==> config.mk <==
export PLATFORM = sky130hd
export DESIGN_NAME = dirline_ctrl
export DESIGN_NICKNAME = d
export VERILOG_FILES = /design/src/rtl/dirline_pkg.sv /design/src/rtl/dirline_sharer_calc.sv /design/src/rtl/dirline_req_decode.sv /design/src/rtl/dirline_ctrl.sv
export SDC_FILE = /design/constraint.sdc
export NUM_CORES = 1
export LEC_CHECK = 0
export ABC_AREA = 1
export BUFFER_PORTS_ARGS = -buffer_cell sky130_fd_sc_hd__buf_2
export CAP_MARGIN = 15
export CORE_ASPECT_RATIO = 0.9
export CORE_MARGIN = 3
export CORE_UTILIZATION = 50
export CTS_CLUSTER_SIZE = 25
export DETAILED_ROUTE_END_ITERATION = 8
export GPL_TIMING_DRIVEN = 1
export PLACE_DENSITY = 0.76
export SYNTH_ARGS = -nofsm -noshare
export SYNTH_HDL_FRONTEND = slang
export SYNTH_SLANG_ARGS = --single-unit
==> constraint.sdc <==
create_clock -name clk -period 1.8 [get_ports clk]
set_input_delay 0.18 -clock clk [delete_from_list [all_inputs] [get_ports clk]]
set_output_delay 0.18 -clock clk [all_outputs]
set_load 0.1 [all_outputs]
==> src/rtl/dirline_pkg.sv <==
package dirline_pkg;

    typedef enum logic [3:0] {
        ST_IDLE       = 4'd0,
        ST_SHRD       = 4'd1,
        ST_L2MOD      = 4'd2,
        ST_L1OWN      = 4'd3,
        ST_FETCH_RD   = 4'd4,
        ST_FETCH_IRD  = 4'd5,
        ST_FETCH_WR   = 4'd6,
        ST_HOLD_SHRD  = 4'd7,
        ST_HOLD_EXCL  = 4'd8,
        ST_WAIT_BOTH  = 4'd9,
        ST_WAIT_DATA  = 4'd10,
        ST_WAIT_UNBLK = 4'd11
    } line_st_e;

    typedef enum logic [2:0] {
        EV_NONE,
        EV_READ,
        EV_IREAD,
        EV_WRITE,
        EV_UPGRADE,
        EV_WB,
        EV_WB_STALE
    } req_ev_e;

    localparam logic [2:0] RT_READ    = 3'd0;
    localparam logic [2:0] RT_IREAD   = 3'd1;
    localparam logic [2:0] RT_WRITE   = 3'd2;
    localparam logic [2:0] RT_UPGRADE = 3'd3;
    localparam logic [2:0] RT_WB      = 3'd4;

    localparam logic [2:0] PERM_NONE  = 3'd0;
    localparam logic [2:0] PERM_RO    = 3'd1;
    localparam logic [2:0] PERM_RW    = 3'd2;
    localparam logic [2:0] PERM_STALE = 3'd3;
    localparam logic [2:0] PERM_BUSY  = 3'd4;

    function automatic logic [2:0] perm_of(line_st_e s);
        case (s)
            ST_IDLE:  return PERM_NONE;
            ST_SHRD:  return PERM_RO;
            ST_L2MOD: return PERM_RW;
            ST_L1OWN: return PERM_STALE;
            default:  return PERM_BUSY;
        endcase
    endfunction

    function automatic logic is_demand(req_ev_e e);
        return (e == EV_READ) || (e == EV_IREAD) || (e == EV_WRITE) || (e == EV_UPGRADE);
    endfunction

endpackage

==> src/rtl/dirline_sharer_calc.sv <==
module dirline_sharer_calc #(
    parameter int NUM_L1 = 4,
    parameter int ID_W   = 2,
    parameter int CNT_W  = 3,
    parameter int ACK_W  = 4
) (
    input  logic [NUM_L1-1:0] shr_vec,
    input  logic [ID_W-1:0]   who,
    output logic              member,
    output logic [CNT_W-1:0]  count,
    output logic [NUM_L1-1:0] others,
    output logic [ACK_W-1:0]  data_ack,
    output logic [ACK_W-1:0]  upg_ack
);

    for (genvar g = 0; g < NUM_L1; g++) begin : g_mask
        assign others[g] = shr_vec[g] && (ID_W'(g) != who);
    end

    assign member = |(shr_vec ^ others);

    always_comb begin
        count = '0;
        for (int i = 0; i < NUM_L1; i++) begin
            count = count + CNT_W'(shr_vec[i]);
        end
    end

    assign data_ack = ACK_W'(member) - ACK_W'(count);
    assign upg_ack  = ACK_W'(1) - ACK_W'(count);

endmodule

==> src/rtl/dirline_req_decode.sv <==
module dirline_req_decode
    import dirline_pkg::*;
(
    input  logic       valid,
    input  logic       hit,
    input  logic [2:0] typ,
    input  logic       member,
    output req_ev_e    ev
);

    always_comb begin
        ev = EV_NONE;
        if (valid && hit) begin
            case (typ)
                RT_READ:    ev = EV_READ;
                RT_IREAD:   ev = EV_IREAD;
                RT_WRITE:   ev = EV_WRITE;
                RT_UPGRADE: ev = member ? EV_UPGRADE : EV_WRITE;
                RT_WB:      ev = member ? EV_WB : EV_WB_STALE;
                default:    ev = EV_NONE;
            endcase
        end
    end

endmodule

==> src/rtl/dirline_ctrl.sv <==
module dirline_ctrl
    import dirline_pkg::*;
#(
    parameter int NUM_L1 = 4,
    localparam int ID_W  = (NUM_L1 > 1) ? $clog2(NUM_L1) : 1,
    localparam int CNT_W = $clog2(NUM_L1 + 1),
    localparam int ACK_W = CNT_W + 1
) (
    input  logic              clk,
    input  logic              rst_n,
    input  logic              req_valid,
    input  logic              req_hit,
    input  logic [2:0]        req_type,
    input  logic [ID_W-1:0]   req_id,
    input  logic              req_dirty,
    input  logic              rsp_valid,
    input  logic              rsp_mem,
    input  logic              rsp_dirty,
    input  logic              unblk_valid,
    input  logic              unblk_excl,
    input  logic [ID_W-1:0]   unblk_id,
    output logic              data_valid,
    output logic              data_excl,
    output logic [ID_W-1:0]   data_dest,
    output logic [ACK_W-1:0]  data_ack,
    output logic              ack_valid,
    output logic [ID_W-1:0]   ack_dest,
    output logic [ACK_W-1:0]  ack_cnt,
    output logic              fwd_valid,
    output logic              fwd_excl,
    output logic [ID_W-1:0]   fwd_dest,
    output logic [ID_W-1:0]   fwd_req,
    output logic              inv_valid,
    output logic [NUM_L1-1:0] inv_mask,
    output logic              fetch_valid,
    output logic              wback_valid,
    output logic [ID_W-1:0]   wback_dest,
    output logic              recycle,
    output logic [2:0]        perm,
    output logic [NUM_L1-1:0] sharers,
    output logic [ID_W-1:0]   owner,
    output logic              dirty
);

    typedef struct packed {
        line_st_e          st;
        logic [NUM_L1-1:0] shr;
        logic [ID_W-1:0]   own;
        logic              dty;
        logic [ID_W-1:0]   pend;
        logic              dv;
        logic              dx;
        logic [ID_W-1:0]   dd;
        logic [ACK_W-1:0]  da;
        logic              av;
        logic [ID_W-1:0]   ad;
        logic [ACK_W-1:0]  ac;
        logic              fv;
        logic              fx;
        logic [ID_W-1:0]   fd;
        logic [ID_W-1:0]   fr;
        logic              iv;
        logic [NUM_L1-1:0] im;
        logic              mf;
        logic              wv;
        logic [ID_W-1:0]   wd;
        logic              rc;
    } line_regs_t;

    line_regs_t r_q, r_d;

    logic              req_member;
    logic [CNT_W-1:0]  shr_count;
    logic [NUM_L1-1:0] shr_others;
    logic [ACK_W-1:0]  ack_for_data;
    logic [ACK_W-1:0]  ack_for_upg;
    req_ev_e           ev;
    logic [NUM_L1-1:0] req_oh;
    logic [NUM_L1-1:0] unblk_oh;
    logic              mem_data;
    logic              l1_data;
    logic              plain_unblk;
    logic              excl_unblk;

    dirline_sharer_calc #(
        .NUM_L1 (NUM_L1),
        .ID_W   (ID_W),
        .CNT_W  (CNT_W),
        .ACK_W  (ACK_W)
    ) u_calc (
        .shr_vec  (r_q.shr),
        .who      (req_id),
        .member   (req_member),
        .count    (shr_count),
        .others   (shr_others),
        .data_ack (ack_for_data),
        .upg_ack  (ack_for_upg)
    );

    dirline_req_decode u_dec (
        .valid  (req_valid),
        .hit    (req_hit),
        .typ    (req_type),
        .member (req_member),
        .ev     (ev)
    );

    assign req_oh      = NUM_L1'(1) << req_id;
    assign unblk_oh    = NUM_L1'(1) << unblk_id;
    assign mem_data    = rsp_valid && rsp_mem;
    assign l1_data     = rsp_valid && !rsp_mem;
    assign plain_unblk = unblk_valid && !unblk_excl;
    assign excl_unblk  = unblk_valid && unblk_excl;

    always_comb begin
        r_d    = r_q;
        r_d.dv = 1'b0;
        r_d.dx = 1'b0;
        r_d.dd = '0;
        r_d.da = '0;
        r_d.av = 1'b0;
        r_d.ad = '0;
        r_d.ac = '0;
        r_d.fv = 1'b0;
        r_d.fx = 1'b0;
        r_d.fd = '0;
        r_d.fr = '0;
        r_d.iv = 1'b0;
        r_d.im = '0;
        r_d.mf = 1'b0;
        r_d.wv = 1'b0;
        r_d.wd = '0;
        r_d.rc = 1'b0;

        if (r_q.st >= ST_FETCH_RD && is_demand(ev)) begin
            r_d.rc = 1'b1;
        end

        case (r_q.st)
            ST_IDLE: begin
                if (ev == EV_READ || ev == EV_IREAD) begin
                    r_d.st   = (ev == EV_READ) ? ST_FETCH_RD : ST_FETCH_IRD;
                    r_d.shr  = req_oh;
                    r_d.pend = req_id;
                    r_d.mf   = 1'b1;
                end else if (ev == EV_WRITE || ev == EV_UPGRADE) begin
                    r_d.st   = ST_FETCH_WR;
                    r_d.shr  = '0;
                    r_d.pend = req_id;
                    r_d.mf   = 1'b1;
                end
            end
            ST_FETCH_RD, ST_FETCH_IRD, ST_FETCH_WR: begin
                if (mem_data) begin
                    r_d.dty = rsp_dirty;
                    r_d.dv  = 1'b1;
                    r_d.dd  = r_q.pend;
                    r_d.dx  = (r_q.st == ST_FETCH_RD);
                    r_d.st  = (r_q.st == ST_FETCH_IRD) ? ST_HOLD_SHRD : ST_HOLD_EXCL;
                end
            end
            ST_SHRD: begin
                if (ev == EV_READ || ev == EV_IREAD) begin
                    r_d.dv  = 1'b1;
                    r_d.dd  = req_id;
                    r_d.shr = r_q.shr | req_oh;
                    r_d.st  = ST_HOLD_SHRD;
                end else if (ev == EV_WRITE) begin
                    r_d.dv = 1'b1;
                    r_d.dd = req_id;
                    r_d.da = ack_for_data;
                    r_d.iv = |shr_others;
                    r_d.im = shr_others;
                    r_d.st = ST_HOLD_SHRD;
                end else if (ev == EV_UPGRADE) begin
                    r_d.av = 1'b1;
                    r_d.ad = req_id;
                    r_d.ac = ack_for_upg;
                    r_d.iv = |shr_others;
                    r_d.im = shr_others;
                    r_d.st = ST_HOLD_SHRD;
                end
            end
            ST_L2MOD: begin
                if (ev == EV_READ || ev == EV_WRITE || ev == EV_UPGRADE) begin
                    r_d.dv = 1'b1;
                    r_d.dx = (ev == EV_READ);
                    r_d.dd = req_id;
                    r_d.da = ack_for_data;
                    r_d.st = ST_HOLD_EXCL;
                end else if (ev == EV_IREAD) begin
                    r_d.dv  = 1'b1;
                    r_d.dd  = req_id;
                    r_d.da  = ack_for_data;
                    r_d.shr = r_q.shr | req_oh;
                    r_d.st  = ST_HOLD_SHRD;
                end
            end
            ST_L1OWN: begin
                if (is_demand(ev)) begin
                    r_d.fv = 1'b1;
                    r_d.fx = (ev == EV_WRITE || ev == EV_UPGRADE);
                    r_d.fd = r_q.own;
                    r_d.fr = req_id;
                    r_d.st = (ev == EV_WRITE || ev == EV_UPGRADE) ? ST_HOLD_EXCL : ST_WAIT_BOTH;
                end else if (ev == EV_WB) begin
                    r_d.st  = ST_L2MOD;
                    r_d.shr = '0;
                    r_d.dty = req_dirty;
                    r_d.wv  = 1'b1;
                    r_d.wd  = req_id;
                end
            end
            ST_HOLD_SHRD, ST_HOLD_EXCL: begin
                if (excl_unblk) begin
                    r_d.st  = ST_L1OWN;
                    r_d.own = unblk_id;
                    r_d.shr = unblk_oh;
                end else if (plain_unblk && r_q.st == ST_HOLD_SHRD) begin
                    r_d.st = ST_SHRD;
                end
            end
            ST_WAIT_BOTH: begin
                if (plain_unblk) begin
                    r_d.shr = r_q.shr | unblk_oh;
                end
                if (l1_data) begin
                    r_d.dty = rsp_dirty;
                end
                if (plain_unblk && l1_data) begin
                    r_d.st = ST_SHRD;
                end else if (plain_unblk) begin
                    r_d.st = ST_WAIT_DATA;
                end else if (l1_data) begin
                    r_d.st = ST_WAIT_UNBLK;
                end
            end
            ST_WAIT_DATA: begin
                if (l1_data) begin
                    r_d.dty = rsp_dirty;
                    r_d.st  = ST_SHRD;
                end
            end
            ST_WAIT_UNBLK: begin
                if (plain_unblk) begin
                    r_d.shr = r_q.shr | unblk_oh;
                    r_d.st  = ST_SHRD;
                end
            end
            default: r_d.st = ST_IDLE;
        endcase
    end

    always_ff @(posedge clk or negedge rst_n) begin
        if (!rst_n) begin
            r_q <= '0;
        end else begin
            r_q <= r_d;
        end
    end

    assign data_valid  = r_q.dv;
    assign data_excl   = r_q.dx;
    assign data_dest   = r_q.dd;
    assign data_ack    = r_q.da;
    assign ack_valid   = r_q.av;
    assign ack_dest    = r_q.ad;
    assign ack_cnt     = r_q.ac;
    assign fwd_valid   = r_q.fv;
    assign fwd_excl    = r_q.fx;
    assign fwd_dest    = r_q.fd;
    assign fwd_req     = r_q.fr;
    assign inv_valid   = r_q.iv;
    assign inv_mask    = r_q.im;
    assign fetch_valid = r_q.mf;
    assign wback_valid = r_q.wv;
    assign wback_dest  = r_q.wd;
    assign recycle     = r_q.rc;
    assign perm        = perm_of(r_q.st);
    assign sharers     = r_q.shr;
    assign owner       = r_q.own;
    assign dirty       = r_q.dty;


    recycle_busy_chk: assert property (@(posedge clk) disable iff (!rst_n)
        recycle |-> ($past(perm) == PERM_BUSY) && $stable(sharers));


    fetch_from_idle_chk: assert property (@(posedge clk) disable iff (!rst_n)
        fetch_valid |-> ($past(perm) == PERM_NONE) && (perm == PERM_BUSY));


    excl_unblock_owner_chk: assert property (@(posedge clk) disable iff (!rst_n)
        (excl_unblk && (r_q.st == ST_HOLD_SHRD || r_q.st == ST_HOLD_EXCL))
        |=> (perm == PERM_STALE) && (owner == $past(unblk_id)) && ($countones(sharers) == 1));


    upgrade_no_data_chk: assert property (@(posedge clk) disable iff (!rst_n)
        ack_valid |-> !data_valid && !fwd_valid && (perm == PERM_BUSY));


    inv_skips_requestor_chk: assert property (@(posedge clk) disable iff (!rst_n)
        inv_valid |-> (inv_mask != '0) && !inv_mask[$past(req_id)]);


    wback_to_l2mod_chk: assert property (@(posedge clk) disable iff (!rst_n)
        wback_valid |-> (perm == PERM_RW) && (sharers == '0) && ($past(perm) == PERM_STALE));


    one_reply_chk: assert property (@(posedge clk) disable iff (!rst_n)
        $onehot0({data_valid, ack_valid, fwd_valid, wback_valid, recycle, fetch_valid}));

endmodule

==> flow_metrics.env, run 1 <==
export IMPL_wire_length_of_the_first_global_routing_pass_um=11600
export IMPL_proportion_of_register_bits_with_asynchronous_set_or_reset_after_synthesis=1.00
export IMPL_hold_slack_ns=0.214
export IMPL_insertion_delay_ns=0.30
export IMPL_grt_busiest_layer="met2"
export IMPL_use_met3=0.0414
export IMPL_cap_violations=0
export IMPL_routed_wirelength_um=7020
export IMPL_slowest_delay_ns=0.53
export IMPL_synth_seq_cells=43
export IMPL_rows=25
export IMPL_worstSetupStartpointType="flip-flop"
export IMPL_ys_types=40
export IMPL_yosysWarnings=0
export IMPL_floorplan_initialDensity=0.532
export IMPL_total_power_mw=5.67
export IMPL_failing_checks="setup timing"
export IMPL_synthCells=375
export IMPL_detail_route_wl_per_cell_um=13.1
export IMPL_n_antenna_cell=0
export IMPL_clock_path_buffers=2
export IMPL_clock_skew_final_ns=0.00727
export IMPL_first_global_vias=2519
export IMPL_ant_nets=0
export IMPL_worstPathCellList="ha_1, inv_2, fa_2, inv_2, ha_4, inv_4, ha_4, xor2_1, nor2_1"
export IMPL_share_of_the_yosys_chip_area_belonging_to_registers=0.376
export IMPL_maxClockFrequency_ghz=0.503
export IMPL_worstMarginPinSlew_ns=0.532
export IMPL_detailedPlacementHpwl_um=5150
export IMPL_fp_dieArea_um2=6670
export IMPL_cts_root_buffer="clkbuf_8"
export IMPL_post_route_worst_setup_slack_ns=-0.189
export IMPL_layoutNonFillerInstCount=535
export IMPL_cts_tree="built"
export IMPL_numCtsBuffers=5
export IMPL_initial_antenna_violation_count=0
export IMPL_cp_data_arrival_time_ns=2.18
export IMPL_critical_path_slowest_stage_cell="fa_2"
export IMPL_yosysMostFrequentCell="nand2_1"
export IMPL_chipHeight_um=77.8
export IMPL_multi_input_comb_area_um2=1530
export IMPL_grt_overflow_total=0
export IMPL_synth_area_um2=2860
export IMPL_setup_worst_path_end_class="flip-flop"
export IMPL_slew_violations=0
export IMPL_post_route_min_period_ns=1.99
export IMPL_via_count=2665
export IMPL_unrepaired_setup_endpoints_after_global_routing="true"
export IMPL_worst_path_max_fanout=2
export IMPL_drt_first_pass_iters=5
export IMPL_port_buffers=57
export IMPL_synth_edf_count=0
export IMPL_syn_nets=398
export IMPL_design_core_area_um2=5380
export IMPL_hold_violations=0
export IMPL_final_net_count=490
export IMPL_netlist_area_leader_share=0.376
export IMPL_post_route_cells_drive_above_1_share=0.449
export IMPL_filler_cell_count=405
export IMPL_ctsHtreeMaxLevel=2
export IMPL_worst_min_delay_path_category="in -> reg"
export IMPL_dp_slack_ns=-0.210
export IMPL_drt_vias_per_instance=4.98
export IMPL_clock_sink_count=43
export IMPL_final_routed_drc_violation_total=0
export IMPL_layout_area_seq_um2=1080
export IMPL_cp_data_required_time_ns=1.99
export IMPL_placedCellCount=516
export IMPL_worst_setup_path_type="reg -> reg"
export IMPL_gp_congestion=0.906
export IMPL_use_met2=0.370
export IMPL_synthTopCellsByArea="dfrtp_1, nand2_1, inv_1"
export IMPL_grt_util_all_layers=0.218
export IMPL_result_of_the_run="complete, but fails checks"
export IMPL_grt_start_max_net_pins=44
export IMPL_clock_transition_time_at_the_flip_flop_clock_pins_of_the_worst_setup_and_hold_paths_ns=0.09
export IMPL_synth_top_cell_by_area="dfrtp_1"
export IMPL_setup_total_negative_slack_ns=-2.99
export IMPL_worst_r2r_setup_slack_ns=-0.19
export IMPL_ios=58
export IMPL_peakVddDrop_mv=1.07
export IMPL_total_leakage_power_nw=2.17
export IMPL_power_per_cell_area_nw_per_um2=1470
export IMPL_detailedRoute_firstIterationViolations=178
export IMPL_syn_mean_instance_area_um2=7.63
export IMPL_globalRouteMet1Util=0.287
export IMPL_layout_area_overhead_vs_synth_pct=34.5
export IMPL_maxSlewHeadroom=0.646
export IMPL_die_x_um=85.7
export IMPL_synth_ff_type="dfrtp_1"
export IMPL_synth_cells_most_frequent="nand2_1, inv_1, nor2_1"
export IMPL_report_final_setup_viol=29
export IMPL_part_of_the_cycle_the_worst_path_needs=1.10
-- cells by family (layout without fill, tap and decap cells) --
logic type      count (synthesis)  count (layout)  share of synthesized area
compound gates                 48              48                      0.108
xor+xnor                        1               1                    0.00306
fa+ha+maj                       6               6                     0.0289
buf+inv                        93             186                      0.165
flops                          43              43                      0.376
simple gates                  184             184                      0.319
-- metal layers --
| layer | share of wire | routed length [um] |
|---|---|---|
| met5 | 0 | 0 |
| met4 | 0.019 | 131 |
| met3 | 0.063 | 446 |
| met2 | 0.49 | 3440 |
| met1 | 0.43 | 3000 |
-- where the power goes --
group	total [mW]	switching, mW	internal [mW]
combinational	3.79	2.44	1.35
clock	0.658	0.380	0.278
sequential	1.22	0.105	1.12
-- worst max-delay path: cells and delay by family (launching register included) --
kind                     cells  cell delay [ns]
XOR/XNOR                     1             0.14
AND/OR/NAND/NOR              1             0.05
buffers and inverters        3             0.15
adder cells (fa/ha/maj)      4             1.12
flip-flops                   1             0.42
-- path summary, 6_finish.rpt --
path,from,cells past startpoint,endpoint
min in group asynchronous,rst_n,3,wback_valid$_DFF_PN0_
hold reg to reg,r_q[32]$_DFFE_PN0P_,2,r_q[32]$_DFFE_PN0P_
max in group asynchronous,rst_n,3,r_q[32]$_DFFE_PN0P_
setup reg to reg,sharers[1]$_DFFE_PN0P_,9,data_ack[2]$_DFF_PN0_
hold / removal,rsp_dirty,5,dirty$_DFFE_PN0P_
setup / recovery,sharers[1]$_DFFE_PN0P_,9,data_ack[2]$_DFF_PN0_
-- layout by cell type, fill, tap and decap left out, drive strengths merged, types with 2 or more instances in the layout --
master    count
a21oi        17
a31oi         2
a32oi         2
buf         116
clkbuf        5
clkinvlp      3
dfrtp        43
ha            5
inv          61
nand2       100
nand3        21
nor2         55
nor3          6
o21ai        20
o31ai         2
-- sequential cells by signal, indices dropped and copies added (netlist names) --
name         count
ack_dest         2
inv_valid        1
wback_dest       2
inv_mask         4
fwd_dest         2
recycle          1
ack_valid        1
ack_cnt          3
dirty            1
owner            2
r_q              6
fwd_valid        1
sharers          4
data_ack         4
fwd_excl         1
data_dest        2
fwd_req          2
fetch_valid      1
data_excl        1
data_valid       1
wback_valid      1
-- layout make-up --
class	count	area share
Multi-Input combinational cell	239	0.397
Clock buffer	5	0.0179
Timing Repair Buffer	117	0.215
Clock inverter	3	0.00618
Tap cell	67	0.0218
Sequential cell	43	0.280
Inverter	61	0.0631
-- through the flow --
stage          area [um2]   util
3_5_place_dp         3430  0.638
5_1_grt              3850  0.715
4_1_cts              3720  0.692
2_1_floorplan        2910      -
6_report             3850  0.715
3_3_place_gp         3430  0.638
-- timing repair --
item	CTS	global route
setup endpoints to repair	30	39
pin swaps	17	11
gates cloned	0	0
hold buffers	1	0
endpoints found under the hold margin	43	0
gates resized for setup	38	33
setup buffers	7	3
(Power assumes the default switching activity.)
==> run 2: changes to the inputs <==
--- a/config.mk
+++ b/config.mk
@@ -17,4 +17,5 @@
 export PLACE_DENSITY = 0.76
 export SYNTH_ARGS = -nofsm -noshare
 export SYNTH_HDL_FRONTEND = slang
+export SYNTH_HIERARCHICAL = 1
 export SYNTH_SLANG_ARGS = --single-unit
==> run 2 against run 1 <==
Effect of this change: the flow still finishes with violations (setup timing); cell count rose by 1.9%; die area fell by 2.7%; synthesized cell count rose by 8.3%; clock-buffer cell count did not move; setup slack got worse by 0.15 ns; total power fell by 2.2%; clock skew rose by 0.0013 ns; flip-flop and latch count rose by 1; first-iteration DRC count rose by 1.7%; critical path type unchanged; largest cell class unchanged.
==> flow_metrics.env, run 2 <==
export IMPL_grt_start_max_net_pins=45
export IMPL_peakVddDrop_mv=0.852
export IMPL_post_route_min_period_ns=2.14
export IMPL_cp_data_required_time_ns=1.99
export IMPL_cts_root_buffer="clkbuf_8"
export IMPL_total_power_mw=5.54
export IMPL_critical_path_reg2reg_startpoint="sharers[1]$_DFFE_PN0P_"
export IMPL_synth_top_family_by_area="simple AND/OR/NAND/NOR gates"
export IMPL_worstMarginPinSlew_ns=0.564
export IMPL_clock_path_buffers=2
export IMPL_unrepaired_setup_endpoints_after_global_routing="true"
export IMPL_maxClockFrequency_ghz=0.467
export IMPL_critPathMostFrequentCell="nor2_4"
export IMPL_most_common_layout_cells="nand2_1, inv_1, buf_2"
export IMPL_worst_path_max_fanout=6
export IMPL_synth_xor_area_frac=0.00315
export IMPL_proportion_of_register_bits_with_asynchronous_set_or_reset_after_synthesis=1.00
export IMPL_insertion_delay_ns=0.30
export IMPL_design_core_area_um2=5320
export IMPL_cp_depth=16
export IMPL_critical_path_slowest_stage_cell="dfrtp_1"
export IMPL_worstHoldPathCells=3
export IMPL_clock_skew_final_ns=0.00860
export IMPL_hold_violations=0
export IMPL_grt_overflow_total=0
export IMPL_ios=58
export IMPL_yosysMostFrequentCell="nand2_1"
export IMPL_via_count=2872
export IMPL_total_leakage_power_nw=2.15
export IMPL_startpoint="sharers[1]$_DFFE_PN0P_"
export IMPL_part_of_the_cycle_the_worst_path_needs=1.19
export IMPL_worst_path_dominant_cell_family="simple AND/OR/NAND/NOR gates"
export IMPL_die_x_um=84.6
export IMPL_post_route_cells_drive_above_1_share=0.429
export IMPL_worst_path_buf_inv=4
export IMPL_cap_violations=0
export IMPL_clock_sink_count=44
export IMPL_synthCells=406
export IMPL_arithmetic_cell_share_of_the_synthesized_area_counting_full_adders_half_adders_and_majority_gates=0.0297
export IMPL_worst_min_delay_path_category="in -> reg"
export IMPL_gp_congestion=0.914
export IMPL_cp_data_arrival_time_ns=2.33
export IMPL_synth_compound_gate_area_share=0.0518
export IMPL_synth_ff_type="dfrtp_1"
export IMPL_slew_violations=0
export IMPL_post_route_worst_setup_slack_ns=-0.339
export IMPL_dp_slack_ns=-0.364
export IMPL_layout_area_overhead_vs_synth_pct=39.1
export IMPL_yosysWarnings=6
export IMPL_detailedPlacementHpwl_um=5420
export IMPL_syn_nets=429
export IMPL_netlist_area_leader_share=0.396
export IMPL_failing_checks="setup timing"
export IMPL_worstPathCellList="nand3_1, nand2_1, inv_2, nand2_4, inv_2, nand2_2, nand2_1, nand2_2, nor2_4, inv_4, nand3_4, nand2_4, inv_8, nor2_4, nor2_4, nor2_1"
export IMPL_fp_dieArea_um2=6490
export IMPL_ctsHtreeMaxLevel=2
export IMPL_report_final_setup_viol=41
export IMPL_port_buffers=57
export IMPL_share_of_the_yosys_chip_area_belonging_to_registers=0.396
export IMPL_worst_setup_path_type="reg -> reg"
export IMPL_detail_route_wl_per_cell_um=15.8
export IMPL_synth_seq_cells=44
export IMPL_hold_path_startpoint="unblk_id[1]"
export IMPL_clock_transition_time_at_the_flip_flop_clock_pins_of_the_worst_setup_and_hold_paths_ns=0.09
export IMPL_ys_types=25
export IMPL_rows=25
export IMPL_most_common_library_cell_in_the_layout_ignoring_fill_and_taps="nand2_1"
export IMPL_first_global_vias=2635
export IMPL_final_net_count=501
export IMPL_detailedRoute_firstIterationViolations=181
export IMPL_routed_wirelength_um=8610
export IMPL_registers_top_by_ff_count="r_q"
export IMPL_grt_util_all_layers=0.238
export IMPL_maxSlewHeadroom=0.624
export IMPL_n_antenna_cell=0
export IMPL_synth_simple_gate_area_frac=0.334
export IMPL_worstSetupStartpointType="flip-flop"
export IMPL_r2r_cells=16
export IMPL_cts_tree="built"
export IMPL_numCtsBuffers=5
export IMPL_floorplan_initialDensity=0.523
export IMPL_chipHeight_um=76.7
export IMPL_ant_nets=0
export IMPL_syn_mean_instance_area_um2=6.84
export IMPL_largest_reg_flops=6
export IMPL_setup_worst_path_end_class="flip-flop"
export IMPL_drt_first_pass_iters=6
export IMPL_synth_area_um2=2780
export IMPL_synth_edf_count=0
export IMPL_drt_vias_per_instance=5.27
export IMPL_slowest_delay_ns=0.40
export IMPL_post_synth_mux_area_share=0
export IMPL_synth_top_cell_by_area="dfrtp_1"
export IMPL_final_routed_drc_violation_total=0
export IMPL_initial_antenna_violation_count=0
export IMPL_wire_length_of_the_first_global_routing_pass_um=12300
export IMPL_result_of_the_run="complete, but fails checks"
export IMPL_power_per_cell_area_nw_per_um2=1430
export IMPL_synthTopCellsByArea="dfrtp_1, nand2_1, inv_1"
export IMPL_synth_cells_most_frequent="nand2_1, inv_1, nor2_1"
[run 2: worst register-to-register path: cells and delay by family, from the launching register on]
kind / cells / cell delay (ns)
buffers and inverters: 4 / 0.34
DFF: 1 / 0.40
and+or+nand+nor: 12 / 1.30
[run 2: routing by layer]
| metal | GRT usage | share of wire | up-vias |
|---|---|---|---|
| li1 | - | - | 1347 |
| met1 | 0.299 | 0.41 | 1355 |
| met2 | 0.412 | 0.50 | 135 |
| met3 | 0.0430 | 0.057 | 35 |
| met4 | 0.0759 | 0.037 | 0 |
| met5 | 0 | 0 | - |
[run 2: what timing repair did]
action | CTS | global route
hold buffers | 1 | 0
pin swaps | 23 | 24
gates resized for setup | 67 | 52
setup endpoints to repair | 35 | 42
setup buffers | 8 | 5
hold endpoints to repair | 44 | 0
[run 2: worst paths after layout]
kind | slack (ns) | end
hold reg to reg | 0.52 | dirty$_DFFE_PN0P_
min in group asynchronous | 0.50 | inv_mask[1]$_DFF_PN0_
max in group asynchronous | 0.93 | wback_dest[1]$_DFF_PN0_
hold / removal | 0.17 | owner[1]$_DFFE_PN0P_
setup / recovery | -0.34 | data_ack[1]$_DFF_PN0_
setup reg to reg | -0.34 | data_ack[1]$_DFF_PN0_
[run 2: cell families (layout without fill, tap and decap cells)]
family | count (synthesis) | after routing
xor gates and xnor gates | 1 | 1
DFF | 44 | 44
and+or+nand+nor | 222 | 222
adders and majority gates | 6 | 6
AOI/OAI and AO/OA | 26 | 26
buffers and inverters | 107 | 179
[run 2: cell type report]
| type | instances | area (um2) |
|---|---|---|
| clock inverters | 2 | 12.5 |
| repair buffers | 95 | 612 |
| fillers | 375 | 1450 |
| multi-input cells | 255 | 1680 |
| inverters | 77 | 312 |
| flip-flops and latches | 44 | 1100 |
| well taps | 67 | 83.8 |
| clock buffers | 5 | 68.8 |
[run 2: stage by stage]
stage | util | instance area (um2) | hold WS, ns | TNS, ns | std cells
2_1_floorplan | - | 2910 | -0.116 | -0.677 | 406
3_3_place_gp | 0.608 | 3230 | 0.274 | -4.31 | 524
3_5_place_dp | 0.608 | 3230 | 0.291 | -8.08 | 524
4_1_cts | 0.682 | 3620 | 0.172 | -3.73 | 540
5_1_grt | 0.727 | 3860 | 0.196 | -12.93 | 545
6_report | 0.727 | 3860 | 0.171 | -9.98 | 545
[run 2: power by group]
| part | switching, mW | internal (mW) | leakage [nW] |
|---|---|---|---|
| logic | 2.59 | 1.03 | 1.51 |
| registers | 0.160 | 1.15 | 0.599 |
| clock network | 0.357 | 0.264 | 0.0400 |
| total | 3.10 | 2.44 | 2.15 |
